$ cat src/rtl/bfa_pkg.sv
package bfa_pkg;
  typedef enum logic [1:0] {
    ST_IDLE  = 2'd0,
    ST_FETCH = 2'd1,
    ST_SPLICE = 2'd2,
    ST_STORE = 2'd3
  } bfa_state_e;
endpackage

$ cat src/rtl/bfa_span.sv
module bfa_span #(
  parameter int BYTE_W  = 8,
  parameter int FIELD_W = 32,
  parameter int OFF_W   = 3,
  parameter int WID_W   = 5,
  parameter int CNT_W   = 3
) (
  input  logic [OFF_W-1:0] off_i,
  input  logic [WID_W-1:0] wcode_i,
  output logic [WID_W:0]   eff_w_o,
  output logic [CNT_W-1:0] nbytes_o
);
  localparam int SUM_W = WID_W + 2;
  logic [SUM_W-1:0] span_sum;

  always_comb begin
    eff_w_o  = (wcode_i == '0) ? (WID_W+1)'(FIELD_W) : {1'b0, wcode_i};
    span_sum = SUM_W'(off_i) + SUM_W'(eff_w_o) + SUM_W'(BYTE_W - 1);
    nbytes_o = CNT_W'(span_sum / SUM_W'(BYTE_W));
  end
endmodule

$ cat src/rtl/bfa_extract.sv
module bfa_extract #(
  parameter int BUF_W   = 64,
  parameter int FIELD_W = 32,
  parameter int OFF_W   = 3,
  parameter int WID_W   = 5
) (
  input  logic [BUF_W-1:0]   buf_i,
  input  logic [OFF_W-1:0]   off_i,
  input  logic [WID_W:0]     eff_w_i,
  output logic [FIELD_W-1:0] field_o
);
  localparam int SH_W = $clog2(BUF_W) + 1;
  logic [BUF_W-1:0] lifted;
  logic [BUF_W-1:0] lowered;

  always_comb begin
    lifted  = buf_i << off_i;
    lowered = lifted >> (SH_W'(BUF_W) - SH_W'(eff_w_i));
    field_o = lowered[FIELD_W-1:0];
  end
endmodule

$ cat src/rtl/bfa_merge.sv
module bfa_merge #(
  parameter int BUF_W   = 64,
  parameter int FIELD_W = 32,
  parameter int OFF_W   = 3,
  parameter int WID_W   = 5
) (
  input  logic [BUF_W-1:0]   buf_i,
  input  logic [OFF_W-1:0]   off_i,
  input  logic [WID_W:0]     eff_w_i,
  input  logic [FIELD_W-1:0] data_i,
  output logic [BUF_W-1:0]   buf_o
);
  localparam int SH_W = $clog2(BUF_W) + 1;
  logic [BUF_W-1:0] top_ones;
  logic [BUF_W-1:0] keep_mask;
  logic [BUF_W-1:0] placed;

  always_comb begin
    top_ones  = ~({BUF_W{1'b1}} >> eff_w_i);
    keep_mask = top_ones >> off_i;
    placed    = ({{(BUF_W-FIELD_W){1'b0}}, data_i} << (SH_W'(BUF_W) - SH_W'(eff_w_i))) >> off_i;
    buf_o     = (buf_i & ~keep_mask) | (placed & keep_mask);
  end
endmodule

$ cat src/rtl/bitfield_mem_access.sv
module bitfield_mem_access #(
  parameter int ADDR_W  = 16,
  parameter int BYTE_W  = 8,
  parameter int FIELD_W = 32,
  parameter int BUF_W   = 64
) (
  input  logic              clk,
  input  logic              rst,
  input  logic              start,
  input  logic              wr_en,
  input  logic [ADDR_W-1:0] base_addr,
  input  logic [2:0]        bit_off,
  input  logic [4:0]        fld_width,
  input  logic [31:0]       wr_field,
  output logic              busy,
  output logic              done,
  output logic [31:0]       rd_field,
  output logic              mem_req,
  output logic              mem_we,
  output logic [ADDR_W-1:0] mem_addr,
  output logic [7:0]        mem_wdata,
  input  logic              mem_ready,
  input  logic [7:0]        mem_rdata
);
  import bfa_pkg::*;

  localparam int OFF_W  = $clog2(BYTE_W);
  localparam int WID_W  = $clog2(FIELD_W);
  localparam int NLANES = BUF_W / BYTE_W;
  localparam int CNT_W  = $clog2(NLANES);

  bfa_state_e        state_q;
  logic [CNT_W-1:0]  idx_q;
  logic [CNT_W-1:0]  nbytes_q;
  logic [ADDR_W-1:0] base_q;
  logic [ADDR_W-1:0] addr_q;
  logic [OFF_W-1:0]  off_q;
  logic [WID_W:0]    eff_w_q;
  logic [FIELD_W-1:0] data_q;
  logic              wr_q;
  logic              done_q;
  logic [FIELD_W-1:0] rd_q;

  logic [WID_W:0]     span_w;
  logic [CNT_W-1:0]   span_n;
  logic [BUF_W-1:0]   buf_flat;
  logic [BUF_W-1:0]   buf_spliced;
  logic [FIELD_W-1:0] field_now;
  logic [BYTE_W-1:0]  lane_q [NLANES];

  logic accept, xfer, last_byte;

  assign accept    = (state_q == ST_IDLE) && start;
  assign xfer      = mem_req && mem_ready;
  assign last_byte = (idx_q == nbytes_q - CNT_W'(1));

  bfa_span #(.BYTE_W(BYTE_W), .FIELD_W(FIELD_W), .OFF_W(OFF_W), .WID_W(WID_W), .CNT_W(CNT_W)) u_span (
    .off_i(bit_off[OFF_W-1:0]), .wcode_i(fld_width[WID_W-1:0]),
    .eff_w_o(span_w), .nbytes_o(span_n)
  );

  bfa_extract #(.BUF_W(BUF_W), .FIELD_W(FIELD_W), .OFF_W(OFF_W), .WID_W(WID_W)) u_extract (
    .buf_i(buf_flat), .off_i(off_q), .eff_w_i(eff_w_q), .field_o(field_now)
  );

  bfa_merge #(.BUF_W(BUF_W), .FIELD_W(FIELD_W), .OFF_W(OFF_W), .WID_W(WID_W)) u_merge (
    .buf_i(buf_flat), .off_i(off_q), .eff_w_i(eff_w_q), .data_i(data_q), .buf_o(buf_spliced)
  );

  // One register per byte lane; lane 0 is the lowest address, top of buffer.
  for (genvar g = 0; g < NLANES; g++) begin : g_lane
    localparam int HI = BUF_W - 1 - g * BYTE_W;
    assign buf_flat[HI -: BYTE_W] = lane_q[g];

    always_ff @(posedge clk) begin
      if (rst || accept) begin
        lane_q[g] <= '0;
      end else if (state_q == ST_FETCH && mem_ready && idx_q == CNT_W'(g)) begin
        lane_q[g] <= mem_rdata;
      end else if (state_q == ST_SPLICE && wr_q) begin
        lane_q[g] <= buf_spliced[HI -: BYTE_W];
      end
    end
  end

  always_ff @(posedge clk) begin
    if (rst) begin
      state_q  <= ST_IDLE;
      idx_q    <= '0;
      nbytes_q <= '0;
      base_q   <= '0;
      addr_q   <= '0;
      off_q    <= '0;
      eff_w_q  <= '0;
      data_q   <= '0;
      wr_q     <= 1'b0;
      done_q   <= 1'b0;
      rd_q     <= '0;
    end else begin
      done_q <= 1'b0;
      unique case (state_q)
        ST_IDLE: begin
          if (start) begin
            base_q   <= base_addr;
            addr_q   <= base_addr;
            off_q    <= bit_off[OFF_W-1:0];
            eff_w_q  <= span_w;
            nbytes_q <= span_n;
            data_q   <= wr_field[FIELD_W-1:0];
            wr_q     <= wr_en;
            idx_q    <= '0;
            state_q  <= ST_FETCH;
          end
        end
        ST_FETCH: begin
          if (mem_ready) begin
            if (last_byte) begin
              state_q <= ST_SPLICE;
            end else begin
              idx_q  <= idx_q + CNT_W'(1);
              addr_q <= addr_q + ADDR_W'(1);
            end
          end
        end
        ST_SPLICE: begin
          rd_q <= field_now;
          if (wr_q) begin
            idx_q   <= '0;
            addr_q  <= base_q;
            state_q <= ST_STORE;
          end else begin
            done_q  <= 1'b1;
            state_q <= ST_IDLE;
          end
        end
        ST_STORE: begin
          if (mem_ready) begin
            if (last_byte) begin
              done_q  <= 1'b1;
              state_q <= ST_IDLE;
            end else begin
              idx_q  <= idx_q + CNT_W'(1);
              addr_q <= addr_q + ADDR_W'(1);
            end
          end
        end
        default: state_q <= ST_IDLE;
      endcase
    end
  end

  assign busy      = (state_q != ST_IDLE);
  assign done      = done_q;
  assign rd_field  = rd_q;
  assign mem_req   = (state_q == ST_FETCH) || (state_q == ST_STORE);
  assign mem_we    = (state_q == ST_STORE);
  assign mem_addr  = addr_q;
  assign mem_wdata = lane_q[idx_q];

  logic unused_xfer;
  assign unused_xfer = xfer;
endmodule

$ cat config.mk
export PLATFORM = sky130hd
export DESIGN_NAME = bitfield_mem_access
export DESIGN_NICKNAME = d
export VERILOG_FILES = /design/src/rtl/bfa_pkg.sv /design/src/rtl/bfa_span.sv /design/src/rtl/bfa_extract.sv /design/src/rtl/bfa_merge.sv /design/src/rtl/bitfield_mem_access.sv
export SDC_FILE = /design/constraint.sdc
export NUM_CORES = 1
export LEC_CHECK = 0
export BUFFER_PORTS_ARGS = -buffer_cell sky130_fd_sc_hd__buf_2
export CAP_MARGIN = 20
export CORE_ASPECT_RATIO = 0.7
export CORE_UTILIZATION = 30
export CTS_CLUSTER_DIAMETER = 120
export DETAILED_ROUTE_END_ITERATION = 6
export PLACE_DENSITY = 0.43
export SETUP_SLACK_MARGIN = 0.2
export SYNTH_ARGS = -nofsm -noshare
export SYNTH_HDL_FRONTEND = slang
export SYNTH_HIERARCHICAL = 1
export SYNTH_SLANG_ARGS = --single-unit
$ cat constraint.sdc
create_clock -name clk -period 4.5 [get_ports clk]
set_clock_uncertainty 0.15 [all_clocks]
set_input_delay 0.9 -clock clk [delete_from_list [all_inputs] [get_ports clk]]
set_output_delay 0.9 -clock clk [all_outputs]
set_load 0.02 [all_outputs]
==> results of run 1 <==
-- how the worst max path moves through the flow --
stage | endpoint | cells after the start
6_report | lane_q[1][7]$_DFFE_PP_ | 15
4_1_cts | lane_q[2][6]$_DFFE_PP_ | 15
3_3_place_gp | lane_q[2][7]$_DFFE_PP_ | 15
3_5_place_dp | lane_q[1][3]$_DFFE_PP_ | 15
5_1_grt | lane_q[4][0]$_SDFFCE_PN0P_ | 15
2_1_floorplan | lane_q[0][5]$_DFFE_PP_ | 16
-- placed cells by master, fill, tap and decap left out, drive strengths merged, types with 21 or more instances in the layout --
| master | synthesis | routed |
|---|---|---|
| a211oi | 50 | 50 |
| a21oi | 235 | 235 |
| a221oi | 23 | 23 |
| a22o | 72 | 72 |
| a22oi | 36 | 36 |
| a31oi | 28 | 28 |
| buf | 130 | 384 |
| dfxtp | 118 | 118 |
| edfxtp | 64 | 64 |
| inv | 50 | 58 |
| mux2 | 123 | 123 |
| mux2i | 192 | 192 |
| mux4 | 104 | 104 |
| nand2 | 400 | 400 |
| nand2b | 21 | 21 |
| nand3 | 85 | 85 |
| nor2 | 223 | 223 |
| nor3 | 60 | 60 |
| nor4 | 21 | 21 |
| o211ai | 46 | 46 |
| o21ai | 169 | 169 |
| o221ai | 30 | 30 |
| o22ai | 107 | 107 |
| o32ai | 31 | 31 |
| or2 | 38 | 38 |
-- logic make-up after synthesis --
kind of cell / after synthesis
xor gates and xnor gates: 17
adders and majority gates: 18
DFF: 182
and+or+nand+nor: 951
muxes: 419
AOI/OAI and AO/OA: 1080
buffers and inverters: 344
-- cell type report --
type | instances | area [um2]
antenna | 1 | 2.50
multi-input combinational | 2485 | 18400
timing repair buffer | 385 | 2800
fill | 8464 | 51400
sequential | 182 | 4300
inverter | 54 | 203
clock buffer | 17 | 425
tap | 1056 | 1320
clock inverter | 14 | 139
-- per-stage QoR --
step	power, uW	area [um2]	cells
floorplan	4380	24100	3011
global placement	6200	26700	4149
detailed placement	6170	26800	4153
CTS	7790	27300	4184
global route	8280	27600	4193
finish	8010	27600	4194
-- where the power goes --
| part | total, uW | switching (uW) | internal (uW) |
|---|---|---|---|
| registers | 1950 | 171 | 1780 |
| logic | 4470 | 2900 | 1570 |
| clock network | 1600 | 864 | 731 |
| total | 8010 | 3930 | 4080 |
-- critical path, delay by kind of cell, from the launching register on --
kind / cells / cell delay [ns]
flops: 1 / 0.40
buf+inv: 5 / 0.93
simple gates: 3 / 0.58
fa+ha+maj: 1 / 0.15
xor+xnor: 1 / 0.66
compound gates: 5 / 1.16
-- routing by layer --
metal  up-vias  global-route usage [%]
met3        85                    13.0
met2      1573                    37.5
li1      12000                       -
met4         4                    3.70
met5         -                    1.25
met1     14000                    52.7
-- registers in the layout, summed over array words and instances (netlist names), named ones only --
signal    cells
lane_q       64
data_q       32
rd_field     32
base_q       16
mem_addr     16
eff_w_q       6
idx_q         3
nbytes_q      3
off_q         3
state_q       2
done          1
wr_q          1
-- synthesized netlist by cell type, types with 64 or more instances --
master / count
clkbuf_1: 159
o21ai_0: 152
mux4_2: 101
a21oi_1: 235
buf_2: 75
nor2_1: 222
mux2_2: 115
mux2i_1: 190
edfxtp_1: 64
a22o_1: 72
dfxtp_1: 118
o22ai_1: 106
nand2_1: 398
nand3_1: 85
-- what timing repair did --
| item | in CTS | in global routing |
|---|---|---|
| setup buffers | 0 | 6 |
| pin swaps | 0 | 4 |
| resized for setup | 4 | 28 |
| setup endpoints to repair | 13 | 52 |
| hold endpoints to repair | 0 | 0 |
| gates cloned | 0 | 1 |
==> out/qor.yml, run 1 <==
logic_synthesis:
  ys_seq_area_share_pct: 17.8
  synth_fp_nets: 3098
  synth_edf_count: 64
  synth-compound-area-share_pct: 31.6
  ys_ff_latch: 182
  synth_cells: 3011
  synth_async_sr_flop_share_pct: 0
  syn_area_per_cell_um2: 7.98
  synth_simple_gate_area_share_pct: 18.3
  ys.flop_type: "dfxtp_1"
  synth-adder-area-share_pct: 0.937
  synthTopCellsByArea: "dfxtp_1 9.8%, mux4_2 9.5%, edfxtp_1 8.0%"
  synth_xor_area_share_pct: 0.838
  synthesis.area_mm2: 0.0240
  synth_top_family_by_area: "compound AO/OA/AOI/OAI gates"
  yosysTopAreaCellShare_pct: 9.83
  synth_top_area_cell: "dfxtp_1"
  synth_cell_types: 116
  muxShareOfSynthArea_pct: 23.7
  yosysWarnings: 6
clocking:
  clock_sink_count: 182
  clk_latency_ns: 0.53
  cts_made_buffers: 17
  tritoncts: "done"
  cts_hold_buf: 0
  cts-root-buf: "clkbuf_16"
  cts.clk_slew.worst_paths_ns: 0.08
  cts_max_path_buffers: 2
  cts.htree.levels: 4
worst_setup_path:
  r2r-start: "eff_w_q[0]$_SDFFE_PP0P_"
  r2r_cells: 15
  max_stage_delay_ns: 0.66
  crit_required_ns: 4.64
  startpoint: "eff_w_q[0]$_SDFFE_PP0P_"
  start_kind: "register"
  rr_endpoint: "lane_q[1][7]$_DFFE_PP_"
  critPathSlowestCell: "xnor2_2"
  crit_chain: "inv_2, ha_4, buf_4, nor3b_4, buf_4, xnor2_2, buf_4, a211o_1, o211ai_1, a32oi_1, buf_4, nor3_1, nor3_1, a31oi_1, a22o_1"
  path_class: "register to register"
  r2r_slack_ns: 0.22
  worst-path-max-fanout: 10
  arrival_ns: 4.42
  cp-end-kind: "register"
  cp_common_cell: "buf_4"
routing:
  routed_wl_um: 135000
  via_per_inst: 6.60
  routed.top_layer: "met5"
  wl_met1_um: 68200
  route.detailed.drc: 12
  dr_total_vias: 27700
  wl_per_cell_um: 32.1
  drt_iter0_drc: 3622
  drt_pass1_iterations: 7
  met3_length_um: 18900
  antenna_left: 0
  dr_wl_met2_um: 46300
sta:
  layout_setup_ws_ns: 0.219
  slew_viol_final: 0
  period_minus_slack_ns: 4.28
  finalSetupViolCount: 0
  tns_ns: 0
  grt_setup_unrepaired: "yes"
  finalCritPeriodShare_pct: 95.1
  hold_viol: 0
  hold_ws_ns: 0.304
  tightest_slew_ns: 1.04
  relSlewSlack_pct: 30.6
  max_freq_mhz: 234
grt:
  grtUsageTotal_pct: 32.2
  gr-total-overflow: 0
  grt_first_pass_wirelength_um: 191000
  grt_max_degree: 102
  grt_pass1_vias: 25000
  antenna_found_initial: 7
placed_design:
  place_ws_ns: 0.0320
  port_buffers: 128
  dp_hpwl_um: 108000
  gp_congestion: 1.03
final_layout:
  final_core_util_pct: 34.9
  drive_gt1_share_pct: 24.8
  area_growth_pct: 14.8
  final_net_count: 3212
run:
  maxCapViolCount: 0
floorplanning:
  start_util_pct: 30.4
  core_area_mm2: 0.0790
  num_rows: 86
  die_area_mm2: 0.0813
  die_w_um: 340
  top_level_ports: 129
  die_h_um: 239
power:
  powerDensity_mw_per_mm2: 290
  ir_drop_mv: 0.331
  power_leakage_uw: 0.0101
hold_path:
  worstHoldStart: "base_q[11]$_SDFFE_PP0P_"
  hold_class: "register to register"
  hold_path_depth: 2
  min_to: "base_q[11]$_SDFFE_PP0P_"
outcome:
  violations: "DRC"
  status: "complete, but fails checks"
(Power assumes the default switching activity.)
==> run 2, diff against run 1 <==
Settings changed: MAX_ROUTING_LAYER set to met4, TNS_END_PERCENT set to 100.
==> run 2 against run 1 <==
  * The run now ends clean
  * Sequential power hardly changed
  * Sequential share of layout area increased by 0.057 points
  * Clock power is essentially flat
  * Critical path depth stayed put
  * Global-route usage up 0.90 points
  * Largest cell class unchanged
  * Non-clock buffer count fell by 11
  * Critical path type unchanged
  * Clock-buffer cell count increased by 2
==> out/qor.yml, run 2 (same netlist as run 1, synthesis figures left out) <==
sta:
  hold_ws_ns: 0.306  # +0.00174 ns
  tns_ns: 0  # unchanged
  max_freq_mhz: 238  # +1.9%
  grt_setup_unrepaired: "no"
  layout_setup_ws_ns: 0.301  # +0.0817 ns
  tightest_slew_ns: 1.23  # +0.194 ns
  hold_viol: 0  # unchanged
  relSlewSlack_pct: 17.5  # -13 points
  slew_viol_final: 0  # unchanged
  finalCritPeriodShare_pct: 93.3  # -1.8 points
  period_minus_slack_ns: 4.20  # -0.0817 ns
  finalSetupViolCount: 0  # unchanged
grt:
  grtUsageTotal_pct: 33.1  # +0.90 points
  gr-total-overflow: 0  # unchanged
  grt_pass1_vias: 24900  # -0.64%
  grt_max_degree: 93  # -8.8%
  antenna_found_initial: 5  # -2
  grt_first_pass_wirelength_um: 190000  # -0.23%
placed_design:
  gp_congestion: 1.00  # -2.5%
  dp_hpwl_um: 108000  # about the same
  place_ws_ns: -0.163  # -0.194 ns
  place_area_mm2: 0.0266  # -0.59%
  port_buffers: 128  # unchanged
clocking:
  cts_max_path_buffers: 2  # unchanged
  tritoncts: "done"
  cts_hold_buf: 0  # unchanged
  cts_made_buffers: 17  # unchanged
  clk_latency_ns: 0.51  # -0.02 ns
  cts.htree.levels: 4  # unchanged
  cts.clk_slew.worst_paths_ns: 0.08  # about the same
  cts-root-buf: "clkbuf_16"
  clock_sink_count: 182  # unchanged
routing:
  drt_iter0_drc: 3945  # +8.9%
  drt_pass1_iterations: 7  # unchanged
  antenna_left: 0  # unchanged
  wl_per_cell_um: 32.2  # +0.30%
  via_per_inst: 6.57  # -0.38%
  dr_total_vias: 27500  # -0.52%
  route.detailed.drc: 0  # -12
  routed_wl_um: 135000  # +0.16%
final_layout:
  drive_gt1_share_pct: 24.7  # -0.14 points
  area_growth_pct: 14.3
  largest_register_ffs: 64  # unchanged
  final_common_cell: "nand2_1"
  fin_area_mm2: 0.0275  # -0.36%
  final_net_count: 3201  # -0.34%
  final_core_util_pct: 34.8  # -0.13 points
  final_cell_mix: "398 x nand2_1, 233 x a21oi_1, 232 x buf_4, 218 x nor2_1, 184 x mux2i_1"
  regMostFlops: "lane_q"
worst_setup_path:
  r2r_cells: 15  # unchanged
  crit_required_ns: 4.71  # +0.07 ns
  arrival_ns: 4.41  # about the same
  path_class: "register to register"
  cp-end-kind: "register"
  start_kind: "register"
  worst-path-max-fanout: 46  # +36
power:
  intPower_uw: 4080  # about the same
  switchingPower_uw: 3910  # -0.53%
  powerDensity_mw_per_mm2: 291  # about the same
  p_sw_share_pct: 48.9  # -0.12 points
  ir_drop_mv: 0.298  # -10%
  combinationalPowerShare_pct: 56.0  # +0.2 points
  power_leakage_uw: 0.0100  # -0.69%
  seqPwrFrac_pct: 24.3  # about the same
  clkPwrFrac_pct: 19.7  # -0.2 points
floorplanning:
  die_w_um: 340  # unchanged
  num_rows: 86  # unchanged
  die_h_um: 239  # unchanged
  start_util_pct: 30.4  # unchanged
  top_level_ports: 129  # unchanged
  die_area_mm2: 0.0813  # unchanged
  core_area_mm2: 0.0790  # unchanged
hold_path:
  hold_path_depth: 2  # unchanged
  hold_class: "register to register"
outcome:
  status: "finished clean"
run:
  maxCapViolCount: 0  # unchanged
==> run 2: metrics by stage <==
step	std cells	power [uW]
floorplan	3011	4380
global placement	4140	6200
detailed placement	4143	6180
CTS	4176	7790
global route	4186	8240
finish	4188	7990
==> run 2: cell type report <==
class / instances / area, um2
fill: 8462 / 51500
multi-input combinational: 2485 / 18400
sequential: 182 / 4300
timing repair buffer: 374 / 2660
tap: 1056 / 1320
clock buffer: 19 / 443
inverter: 54 / 205
clock inverter: 13 / 139
antenna: 5 / 12.5
==> run 2: timing repair <==
action	4_1_cts	5_1_grt
resized for setup	14	24
cloned	0	1
buffers inserted	1	4
setup endpoints to repair	20	59
pin swaps	0	3
==> run 2: path summary, 6_finish.rpt <==
path,endpoint,slack [ns],startpoint
worst max-delay path,rd_field[6]$_SDFFE_PP0N_,0.30,eff_w_q[1]$_SDFFE_PP0P_
worst min-delay path,base_q[13]$_SDFFE_PP0P_,0.31,base_q[13]$_SDFFE_PP0P_
worst max register to register,rd_field[6]$_SDFFE_PP0N_,0.30,eff_w_q[1]$_SDFFE_PP0P_
worst min register to register,base_q[13]$_SDFFE_PP0P_,0.31,base_q[13]$_SDFFE_PP0P_
==> run 2: per-layer routing <==
layer	global-route usage, %	vias to the layer above	routed length, um
met5	-	-	0
met4	3.98	0	1190
met3	11.0	72	18000
met2	37.8	1659	46800
met1	53.5	13900	68800
li1	-	11900	-
==> run 2: power groups by stage <==
| stage | combinational [uW] | sequential, uW | clock [uW] |
|---|---|---|---|
| after floorplan | 2480 | 1900 | 0 |
| after global placement | 4220 | 1970 | 0 |
| after detailed placement | 4200 | 1980 | 0 |
| after CTS | 4230 | 1940 | 1620 |
| after global routing | 4630 | 1960 | 1660 |
| final | 4480 | 1940 | 1570 |
==> run 2: worst max-delay path, cell delays in order, from the launching register on <==
cell and delay [ns]:
dfxtp_1 0.33, buf_4 0.28, inv_1 0.11, ha_4 0.22, xnor2_4 0.37, buf_12 0.30
nand2_1 0.25, buf_4 0.27, o221ai_1 0.34, buf_4 0.20, a22oi_1 0.08, a21oi_1 0.43
a21oi_1 0.22, a22o_1 0.31, nand2_1 0.07, a21oi_1 0.06
